[config.mk]
export PLATFORM = sky130hd
export DESIGN_NAME = pmc_user_gate
export DESIGN_NICKNAME = d
export VERILOG_FILES = /design/src/rtl/pmc_gate_pkg.sv /design/src/rtl/pmc_enable_reg.sv /design/src/rtl/pmc_access_gate.sv /design/src/rtl/pmc_rsp_stage.sv /design/src/rtl/pmc_user_gate.sv
export SDC_FILE = /design/constraint.sdc
export NUM_CORES = 1
export LEC_CHECK = 0
export BUFFER_PORTS_ARGS = -buffer_cell sky130_fd_sc_hd__buf_2
export CORE_AREA = 2 2 157 159
export CTS_CLUSTER_DIAMETER = 200
export DETAILED_ROUTE_END_ITERATION = 10
export DIE_AREA = 0 0 159 161
export PLACE_DENSITY = 0.5
export SKIP_CTS_REPAIR_TIMING = 1
export SLEW_MARGIN = 0
export SYNTH_ARGS = -nofsm -noshare
export SYNTH_HDL_FRONTEND = slang
export SYNTH_SLANG_ARGS = --single-unit
[constraint.sdc]
create_clock -name clk -period 5.7 [get_ports clk]
set_input_delay 0.57 -clock clk [delete_from_list [all_inputs] [get_ports clk]]
set_output_delay 0.57 -clock clk [all_outputs]
set_load 0.03 [all_outputs]
[src/rtl/pmc_gate_pkg.sv]
package pmc_gate_pkg;
  localparam int WORD_W  = 64;
  localparam int SEL_W   = 6;
  localparam int CYC_IDX = 31;
  localparam int FIX_IDX = 32;
  localparam int TOP_IDX = FIX_IDX;
  typedef logic [WORD_W-1:0] word_t;
  typedef logic [SEL_W-1:0]  sel_t;
  typedef logic [1:0]        lvl_t;
  localparam lvl_t LVL_USER = 2'd0;
endpackage

[src/rtl/pmc_enable_reg.sv]
module pmc_enable_reg
  import pmc_gate_pkg::*;
#(
  parameter int NUM_EVT = 31
) (
  input  logic  clk,
  input  logic  rst_n,
  input  lvl_t  lvl,
  input  logic  wr,
  input  logic  rd,
  input  word_t wdata,
  output word_t rdata,
  output logic  undef,
  output word_t flags
);
  logic priv_ok;
  assign priv_ok = (lvl != LVL_USER);
  assign undef   = (wr || rd) && !priv_ok;

  for (genvar i = 0; i < WORD_W; i++) begin : g_bit
    if (i < NUM_EVT || i == CYC_IDX || i == FIX_IDX) begin : g_impl
      logic q;
      always_ff @(posedge clk or negedge rst_n) begin
        if (!rst_n)              q <= 1'b0;
        else if (wr && priv_ok)  q <= wdata[i];
      end
      assign flags[i] = q;
    end else begin : g_zero
      assign flags[i] = 1'b0;
    end
  end

  assign rdata = (rd && priv_ok) ? flags : '0;

  AST_USER_NO_WRITE: assert property (@(posedge clk) disable iff (!rst_n)
    (wr && !priv_ok) |=> $stable(flags));
  AST_HIGH_BITS_ZERO: assert property (@(posedge clk) disable iff (!rst_n)
    rdata[WORD_W-1:TOP_IDX+1] == '0);
endmodule

[src/rtl/pmc_access_gate.sv]
module pmc_access_gate
  import pmc_gate_pkg::*;
#(
  parameter int NUM_EVT = 31
) (
  input  word_t flags,
  input  logic  qual,
  input  logic  valid,
  input  sel_t  sel,
  input  logic  write,
  input  word_t wdata,
  output logic  pass,
  output logic  fwd_wr,
  output word_t fwd_wdata
);
  localparam sel_t NEVT_S = sel_t'(NUM_EVT);
  localparam sel_t CYC_S  = sel_t'(CYC_IDX);
  localparam sel_t FIX_S  = sel_t'(FIX_IDX);

  logic present;
  logic flag_bit;

  assign present   = (sel < NEVT_S) || (sel == CYC_S) || (sel == FIX_S);
  assign flag_bit  = flags[sel];
  assign pass      = valid && present && (!qual || flag_bit);
  assign fwd_wr    = pass && write;
  assign fwd_wdata = fwd_wr ? wdata : '0;

  always_comb begin
    if (valid && !present) AST_ABSENT_BLOCKED: assert (!pass);
    if (fwd_wr) AST_FWD_NEEDS_PASS: assert (pass);
  end
endmodule

[src/rtl/pmc_rsp_stage.sv]
module pmc_rsp_stage
  import pmc_gate_pkg::*;
(
  input  logic  clk,
  input  logic  rst_n,
  input  logic  valid,
  input  logic  write,
  input  logic  pass,
  input  word_t cnt_rdata,
  output logic  rsp_valid,
  output word_t rsp_rdata
);
  always_ff @(posedge clk or negedge rst_n) begin
    if (!rst_n) begin
      rsp_valid <= 1'b0;
      rsp_rdata <= '0;
    end else begin
      rsp_valid <= valid;
      rsp_rdata <= (valid && !write && pass) ? cnt_rdata : '0;
    end
  end

  AST_RSP_LATENCY: assert property (@(posedge clk) disable iff (!rst_n)
    valid |=> rsp_valid);
  AST_SUPPRESS_ZERO: assert property (@(posedge clk) disable iff (!rst_n)
    (valid && !pass) |=> (rsp_rdata == '0));
endmodule

[src/rtl/pmc_user_gate.sv]
module pmc_user_gate
  import pmc_gate_pkg::*;
#(
  parameter int NUM_EVT = 31
) (
  input  logic        clk,
  input  logic        rst_n,
  input  logic [1:0]  priv_lvl,
  input  logic        priv_wr,
  input  logic        priv_rd,
  input  logic [63:0] priv_wdata,
  output logic [63:0] priv_rdata,
  output logic        priv_undef,
  input  logic        user_qual,
  input  logic        usr_valid,
  input  logic [5:0]  usr_sel,
  input  logic        usr_write,
  input  logic [63:0] usr_wdata,
  input  logic [63:0] cnt_rdata,
  output logic        usr_pass,
  output logic        fwd_wr,
  output logic [63:0] fwd_wdata,
  output logic        rsp_valid,
  output logic [63:0] rsp_rdata
);
  word_t flags;

  pmc_enable_reg #(.NUM_EVT(NUM_EVT)) u_reg (
    .clk(clk), .rst_n(rst_n), .lvl(priv_lvl), .wr(priv_wr), .rd(priv_rd),
    .wdata(priv_wdata), .rdata(priv_rdata), .undef(priv_undef), .flags(flags)
  );

  pmc_access_gate #(.NUM_EVT(NUM_EVT)) u_gate (
    .flags(flags), .qual(user_qual), .valid(usr_valid), .sel(usr_sel),
    .write(usr_write), .wdata(usr_wdata), .pass(usr_pass),
    .fwd_wr(fwd_wr), .fwd_wdata(fwd_wdata)
  );

  pmc_rsp_stage u_rsp (
    .clk(clk), .rst_n(rst_n), .valid(usr_valid), .write(usr_write),
    .pass(usr_pass), .cnt_rdata(cnt_rdata),
    .rsp_valid(rsp_valid), .rsp_rdata(rsp_rdata)
  );

  AST_QUAL_LOW_OPENS: assert property (@(posedge clk) disable iff (!rst_n)
    (usr_valid && !user_qual && (usr_sel == 6'd31 || usr_sel == 6'd32)) |-> usr_pass);
endmodule

# After elaboration in Yosys (flattened, before gate mapping)
# Cells that the tools add are included.
# word_totals
wordCells	60
regBits	98
input_bits	207
output_inout_bits	196
# op_classes
eq_ne	2
muxes	5
magnitude_cmp	2
reduce_logical	16
# ops
cell	n
64-bit 2-to-1 mux	2
33-bit 2-to-1 mux	1
1-bit logical AND	8
6-bit by 7-bit less-than comparator with 1-bit output, second input constant	1
1-bit binary-select mux with 6-bit select	1
6-bit by 5-bit equality test with 1-bit output, second input constant	1
6-bit equality test, second input constant	1
6-bit by 5-bit less-than comparator with 1-bit output, second input constant	1
1-bit logical OR	4
1-bit zero test	3
2-bit nonzero test	1
1-bit 2-to-1 mux	1

# Longest topological paths before layout
# Gate-level depths: netlist of the first run.
# logic_depth
depth_word	7
depth_mapped	8
depth_no_buf	5

# Cells and area by module
# Synthesis of the first run repeated with hierarchy kept, for this count alone.
# hier_totals
cells_unflattened	507
area_unflattened_um2	5775.5
# by_module_without_submodules
module	area_per_inst_um2	seq_area_each_um2	cells_each	n_inst
pmc_rsp_stage	2424.8	1626.6	150	1
pmc_enable_reg	2205.9	825.8	205	1
pmc_access_gate	1144.8	0.0	152	1

# Worst setup path after synthesis of the first run
# Ideal clock, no wire load.
# synth_timing
path_kind	input port to output port
from	in usr_sel[0]
to	out fwd_wdata[10]
arrival_time_ns	2.549
path_stages	8
path_slack_ns	2.581
t_required_ns	5.130
n_path_buf	3
path_cell_list	buf_6 -> or4_1 -> o31ai_1 -> nand2_1 -> a2111oi_2 -> buf_4 -> clkbuf_2 -> and2_1
# synth_via
elab_chain_cells	7
elab_cells_between_ends	12
classes_between	1 x order compare; 2 x eq/ne; 3 x mux; 6 x reduce/logical
# synth_rtl
item	line_no	source
from (decl)	pmc_user_gate.sv:16	input logic [5:0] usr_sel,
branches (longest 4 deep; another with 1-bit binary-select mux with 6-bit select)	-	
1-bit logical AND (*)	pmc_access_gate.sv:25	assign pass = valid && present && (!qual || flag_bit);
1-bit logical AND (*)	pmc_access_gate.sv:26	assign fwd_wr = pass && write;
64-bit 2-to-1 mux (*)	pmc_access_gate.sv:27	assign fwd_wdata = fwd_wr ? wdata : '0;
to (decl)	pmc_user_gate.sv:22	output logic [63:0] fwd_wdata,
# Every way passes the cells marked *. The select of a mux whose other input is x is not followed.

# Worst setup path in the final report of the first run
# layout_timing
from	in usr_sel[0]
to	out fwd_wdata[57]
# The elaborated chain is that of the path after synthesis.

==> reports/qor.yml, run 1 <==
stdcell_area_um2: 6810
numPortBuffers: 340
path_class: "in -> out"
slew_headroom_pct: 47.9
start_util_pct: 19.0
crit_fanout: 65
clk_pin_slew_ns: 0.08
synth_top_area_cell: "dfrtp_1"
status: "completed"
reg2reg_slack_ns: 3.36
die_area_um2: 25600
r2r_start: "u_reg.g_bit[12].g_impl.q"
hold_viol_final: 0
ys_seq_area_share_pct: 53.9
clockRootBuffer: "clkbuf_16"
wire_per_inst_um: 16.8
route.met3.wl_mm: 1.86
wl_met1_mm: 6.64
pwr_density_cell_nw_per_um2: 260
area_delta_synth_final_pct: 49.6
leakage_nw: 3.85
cts.sinks: 98
cp_data_required_time_ns: 5.13
grt_pass1_wl_mm: 25.9
final_cells: 1046
cts_tree: "built"
grt_setup_unrepaired: "false"
grt_pass1_vias: 4106
final_util_pct: 28.4
synth_area_leaders: "dfrtp_1 (54%), and2_1 (22%), mux2_2 (8.2%)"
cp-start-kind: "input port"
fp.coreArea_um2: 24000
fin_skew_ns: 0.0124
top_layer_used: "met5"
ant_nets: 0
drv_slew: 0
overflow: 0
synth_seq_cells: 98
cts_buffers: 9
dp_hpwl_mm: 14.5
antenna_found_initial: 3
postPlaceCellArea_um2: 6500
dr.pass1.iters: 4
drt-total-wl_mm: 17.6
hold_path.class: "in -> async"
yosys.area.top_type_share_pct: 53.9
crit_start: "usr_sel[0]"
place_inst: 1029
setup-violations-final: 0
max_slew.worst_pin.slew_ns: 0.782
ys_types: 33
critPathCaptureType: "output port"
clk-insertion-delay-late_ns: 0.35
die_h_um: 161
dr.first_iter.drc_count: 121
route.met2.wl_mm: 8.98
synth_warnings: 0
grt_max_degree: 66
fin_crit_sh_pct: 64.7
maxCapViolations: 0
layout_min_cycle_time_ns: 3.69
drive_above_1_share_pct: 56.2
netlist_instances: 382
timing.fmax_mhz: 271
place_congestion: 0.778
postSynthAreaPerCell_um2: 11.9
num-nets-final: 923
drcViolationCount: 0
rows: 57
irDropWorstVdd_uv: 133
final_common_cell: "buf_2"
die_w_um: 159
final_cell_mix: "buf_2 (339), and2_1 (161), dfrtp_1 (98), mux2_2 (33), conb_1 (31)"
htree_levels: 3
synth_area_um2: 4550
grt_usage_pct: 13.6
cts_buffer_depth: 2
crit_arrival_ns: 3.12
boundaryPins: 403
num_vias: 3960
routed_via_density: 3.79
setup_tns_ns: 0
==> cell usage after synthesis, drive strengths merged <==
cell,instances
or3,1
and4,1
a2111oi,2
and3,1
nor3,3
clkbuf,18
and2,161
buf,34
nand2b,1
nor2,3
dfrtp,98
or2,1
o21a,1
a211oi,1
mux4,6
conb,1
o311ai,1
o31ai,1
nand2,1
mux2i,5
o21ai,1
o311a,1
inv,2
mux2,33
a32oi,1
or4,1
nand3,1
nor2b,1
==> state kept, by name, indices dropped and copies added (netlist names) <==
signal and flops:
u_rsp.rsp_rdata 64, u_reg.g_bit.g_impl.q 33, u_rsp.rsp_valid 1
==> power breakdown <==
group | internal [mW] | leakage [nW] | switching, mW
Combinational | 0.143 | 2.42 | 0.235
Sequential | 0.738 | 1.28 | 0.0279
Clock | 0.324 | 0.152 | 0.303
==> worst max-delay path, cell delays in order <==
cell       delay [ns]
buf_2            0.25
or4_1            0.60
o31ai_1          0.21
nand2_1          0.18
a2111oi_4        0.35
buf_4            0.48
and2_1           0.24
buf_2            0.22
==> logic make-up after synthesis <==
family          count (synthesis)  share of synthesized area (%)
compound gates                  9                           2.14
flops                          98                           53.9
simple gates                  176                           24.1
mux                            44                           12.2
other cells                     1                         0.0824
buf+inv                        54                           7.59
==> cell type report <==
type                       count  area [µm²]
timing repair buffer         345        1740
tap                          324         405
clock buffer                  10         239
inverter                       2        7.51
sequential                    98        2450
antenna                        1        2.50
multi-input combinational    260        1890
fill                        2600       17200
clock inverter                 6        70.1
==> layer usage <==
metal  GRT usage [%]  vias up
met2            24.7      246
li1                -     1826
met3            5.86       12
met5               0        -
met4            2.23        2
met1            15.1     1874
==> final timing paths <==
kind                                             to  cells after the start
max reg2reg                     u_rsp.rsp_rdata[40]                      6
max                                   fwd_wdata[57]                      8
max in group asynchronous  u_reg.g_bit[29].g_impl.q                      2
min                             u_rsp.rsp_rdata[63]                      1
min reg2reg                u_reg.g_bit[26].g_impl.q                      1
min in group clk                    u_rsp.rsp_valid                      1
==> metrics by stage <==
stage | power, mW | setup slack (ns) | hold WS [ns]
global route | 1.87 | 1.76 | 0.222
finish | 1.77 | 2.01 | 0.196
detailed placement | 1.17 | 1.99 | 0.511
global placement | 1.17 | 1.97 | 0.503
CTS | 1.81 | 1.98 | 0.204
floorplan | 1.02 | 2.58 | 0.274
Note: power is estimated with default switching activity, not from simulation.
==> run 2, diff against run 1 <==
Clock period 5.7 ns to 3.5 ns, I/O delays scaled along.
==> reports/qor.yml, run 2 (synthesis gave the netlist of run 1 again) <==
status: "completed"
worst_slack_ns: 0.487
clk_pin_slew_ns: 0.08
irDropWorstVdd_uv: 200
p_seq_share_pct: 43.3
grt_util_met3_pct: 6.55
path_class: "in -> out"
fin_crit_sh_pct: 86.1
r2r_start: "u_reg.g_bit[12].g_impl.q"
grt_pass1_wl_mm: 25.6
place_congestion: 0.772
area_delta_synth_final_pct: 50.1
p_clk_share_pct: 35.2
wire_per_inst_um: 16.7
leakage_nw: 3.86
overflow: 0
drive_above_1_share_pct: 56.2
intPower_mw: 1.97
antenna_found_initial: 3
drcViolationCount: 0
grt_max_degree: 99
pwr_density_cell_nw_per_um2: 421
regMostFlops: "u_rsp.rsp_rdata"
final_common_cell: "buf_2"
clk-insertion-delay-late_ns: 0.35
cts_buffers: 9
htree_levels: 3
p_sw_share_pct: 31.7
ant_nets: 0
reg2reg_slack_ns: 1.18
boundaryPins: 403
switchingPower_mw: 0.912
cp-start-kind: "input port"
fp.coreArea_um2: 24000
critPathCaptureType: "output port"
routed_via_density: 3.79
regArea_um2: 2450
setup_tns_ns: 0
timing.fmax_mhz: 332
numPortBuffers: 340
slew_headroom_pct: 45.6
dr.first_iter.drc_count: 132
pre_cts_ws_ns: 0.443
final_cell_mix: "buf_2 (339), and2_1 (161), dfrtp_1 (98), mux2_2 (33), conb_1 (31)"
fillers: 2616
grt_pass1_vias: 4118
cts.sinks: 98
die_area_um2: 25600
setup-violations-final: 0
die_w_um: 159
rows: 57
use_met2_pct: 24.3
cts_buffer_depth: 2
clockRootBuffer: "clkbuf_16"
drv_slew: 0
reg2reg_to: "u_rsp.rsp_rdata[61]"
grt_setup_unrepaired: "false"
dp_hpwl_mm: 14.6
max_slew.worst_pin.slew_ns: 0.812
multi_input_area_um2: 1890
cts_tree: "built"
dr.pass1.iters: 4
maxCapViolations: 0
start_util_pct: 19.0
layout_min_cycle_time_ns: 3.01
num-nets-final: 923
grtUsageMet1_pct: 14.3
crit_fanout: 65
fin_skew_ns: 0.0123
cp_data_required_time_ns: 3.15
combPwrFrac_pct: 21.5
num_vias: 3967
grt_usage_pct: 13.5
drt-total-wl_mm: 17.5
final_util_pct: 28.5
hold_path.class: "in -> async"
hold_viol_final: 0
largestRegisters: "u_rsp.rsp_rdata x64, u_reg.g_bit.g_impl.q x33, u_rsp.rsp_valid x1"
die_h_um: 161
grt-busiest-layer: "met2"
crit_arrival_ns: 2.66
r2r_cells: 6
largest_reg_flops: 64
## run 2: final cells by class
cell class,instances,share of cell area (%)
Multi-Input combinational cell,260,27.7
Tap cell,324,5.94
Clock inverter,6,0.953
Clock buffer,10,3.50
Inverter,2,0.110
Antenna cell,2,0.0733
Timing Repair Buffer,345,25.9
Sequential cell,98,35.9
## run 2: power by group through the flow
| stage | combinational [mW] | sequential (mW) | clock [mW] |
|---|---|---|---|
| final | 0.618 | 1.25 | 1.01 |
| after global routing | 0.674 | 1.26 | 1.11 |
| after CTS | 0.638 | 1.25 | 1.06 |
| after detailed placement | 0.638 | 1.27 | 0 |
| after global placement | 0.635 | 1.27 | 0 |
| after floorplan | 0.360 | 1.30 | 0 |
## run 2: worst max-delay path, stage by stage
cell and delay [ns]:
buf_2 0.25, or4_1 0.58, o31ai_1 0.21, nand2_1 0.19
a2111oi_4 0.42, buf_12 0.26, and2_1 0.16, buf_2 0.21
## run 2: worst max-delay path by stage
| stage | startpoint | end | slack, ns | cells after the start |
|---|---|---|---|---|
| finish | usr_sel[0] | fwd_wdata[61] | 0.49 | 8 |
| global route | usr_sel[0] | fwd_wdata[5] | 0.31 | 8 |
| CTS | usr_sel[0] | fwd_wdata[60] | 0.44 | 8 |
| detailed placement | usr_sel[0] | fwd_wdata[60] | 0.44 | 8 |
| global placement | usr_sel[0] | fwd_wdata[18] | 0.48 | 8 |
| floorplan | usr_sel[0] | fwd_wdata[10] | 0.82 | 8 |
## run 2: through the flow
stage	instances	hold WS [ns]	instance area, µm²	total power [mW]
2_1_floorplan	412	0.0544	4660	1.66
3_3_place_gp	1029	0.463	6520	1.91
3_5_place_dp	1029	0.467	6520	1.91
4_1_cts	1045	0.0756	6830	2.95
5_1_grt	1045	0.0818	6830	3.04
6_report	1047	0.0406	6830	2.88
## run 2: routing by layer
metal / up-vias / share of wire [%] / routed length [µm]
met1: 1868 / 36 / 6220
met5: - / 0 / 0
met3: 14 / 12 / 2070
met2: 254 / 51 / 8920
li1: 1831 / - / -
met4: 0 / 1.4 / 244
==> run 3, diff against run 2 <==
Settings changed: PLACE_DENSITY 0.5 to 0.45.
==> reports/qor.yml, run 3 (synthesis gave the netlist of run 1 again) <==
slew_headroom_pct: 57.1
grt_pass1_wl_mm: 25.1
cts.sinks: 98
timing.fmax_mhz: 332
clk-insertion-delay-late_ns: 0.35
dp_hpwl_mm: 13.8
cp_data_required_time_ns: 3.15
drv_slew: 0
drive_above_1_share_pct: 56.1
numPortBuffers: 340
grt_setup_unrepaired: "false"
intPower_mw: 1.94
cp_common_cell: "buf_2"
crit_fanout: 65
cts_tree: "built"
hold_viol_final: 0
antenna_found_initial: 8
grt_max_degree: 99
stdcell_area_um2: 6830
fin_skew_ns: 0.00991
final_cell_mix: "buf_2 (339), and2_1 (161), dfrtp_1 (98), mux2_2 (33), conb_1 (31)"
largest_reg_flops: 64
final_common_cell: "buf_2"
fp.coreArea_um2: 24000
p_clk_share_pct: 34.6
layout_min_cycle_time_ns: 3.01
wire_per_inst_um: 16.4
status: "completed"
dr.pass1.iters: 4
rows: 57
largestRegisters: "u_rsp.rsp_rdata x64, u_reg.g_bit.g_impl.q x33, u_rsp.rsp_valid x1"
drt-total-wl_mm: 17.2
boundaryPins: 403
critPathCaptureType: "output port"
num_vias: 3942
irDropWorstVdd_uv: 217
fin_crit_sh_pct: 86.1
die_w_um: 159
area_delta_synth_final_pct: 50.0
clockRootBuffer: "clkbuf_16"
regMostFlops: "u_rsp.rsp_rdata"
path_class: "in -> out"
switchingPower_mw: 0.904
crit_arrival_ns: 2.66
fillers: 2604
die_area_um2: 25600
ant_nets: 0
hold_path.class: "in -> async"
leakage_nw: 3.85
critPathSlowestCell: "a2111oi_4"
crit_chain: "buf_2, mux4_2, mux2i_1, or2_2, a2111oi_4, buf_12, and2_1, buf_2"
cp-start-kind: "input port"
cts_buffers: 9
clk_pin_slew_ns: 0.08
setup_tns_ns: 0
setup-violations-final: 0
combPwrFrac_pct: 21.6
grt_usage_pct: 13.3
cts_buffer_depth: 2
place_congestion: 0.842
p_sw_share_pct: 31.8
cpPeakStageDelay_ns: 0.42
overflow: 0
postPlaceCellArea_um2: 6530
start_util_pct: 19.0
pwr_density_cell_nw_per_um2: 416
routed_via_density: 3.76
p_seq_share_pct: 43.8
drcViolationCount: 0
max_slew.worst_pin.slew_ns: 0.641
maxCapViolations: 0
dr.first_iter.drc_count: 142
num-nets-final: 923
die_h_um: 161
grt_pass1_vias: 4088
htree_levels: 3
==> run 3: routing by layer <==
layer	vias up	track usage, %	part of all wire (%)
li1	1835	-	-
met5	-	0	0.12
met2	253	24.1	51
met3	21	6.75	12
met1	1829	13.0	34
met4	4	5.12	2.8
==> run 3: power by group through the flow <==
stage / logic, mW / registers (mW) / clock network (mW)
after floorplan: 0.360 / 1.30 / 0
after global placement: 0.627 / 1.27 / 0
after detailed placement: 0.627 / 1.27 / 0
after CTS: 0.629 / 1.24 / 1.05
after global routing: 0.665 / 1.26 / 1.09
final: 0.613 / 1.24 / 0.983
==> run 3: path summary, 6_finish.rpt <==
path                                           from                  endpoint  slack, ns  depth (start not counted)
max                                      usr_sel[0]              fwd_wdata[9]       0.49                          8
min                                           rst_n       u_rsp.rsp_rdata[33]       0.02                          2
max reg2reg                u_reg.g_bit[15].g_impl.q       u_rsp.rsp_rdata[15]       1.38                          6
min reg2reg                u_reg.g_bit[28].g_impl.q  u_reg.g_bit[28].g_impl.q       0.52                          1
max in group asynchronous                     rst_n  u_reg.g_bit[32].g_impl.q       3.01                          2
min in group clk                          usr_valid           u_rsp.rsp_valid       0.14                          1
==> run 3: through the flow <==
stage | std cells | power, mW | hold WS, ns | util, % | worst slack [ns]
2_1_floorplan | 412 | 1.66 | 0.0544 | - | 0.821
3_3_place_gp | 1029 | 1.89 | 0.476 | 27.3 | 0.422
6_report | 1048 | 2.84 | 0.0192 | 28.5 | 0.487
3_5_place_dp | 1029 | 1.89 | 0.471 | 27.3 | 0.410
5_1_grt | 1047 | 3.01 | 0.0773 | 28.5 | 0.319
4_1_cts | 1044 | 2.92 | 0.0820 | 28.4 | 0.382
==> run 3: layout make-up <==
| cell class | count | area (µm²) | share of cell area (%) |
|---|---|---|---|
| timing repair buffer | 345 | 1780 | 26.1 |
| multi-input combinational | 260 | 1890 | 27.7 |
| tap | 324 | 405 | 5.94 |
| clock buffer | 9 | 225 | 3.30 |
| sequential | 98 | 2450 | 35.9 |
| clock inverter | 6 | 56.3 | 0.825 |
| antenna | 4 | 10.0 | 0.147 |
| inverter | 2 | 7.51 | 0.110 |
==> run 3: worst max-delay path: cells and delay by family <==
family / cells / cell delay, ns
and+or+nand+nor: 2 / 0.56
buffers and inverters: 3 / 0.85
AOI/OAI and AO/OA: 1 / 0.42
muxes: 2 / 0.46
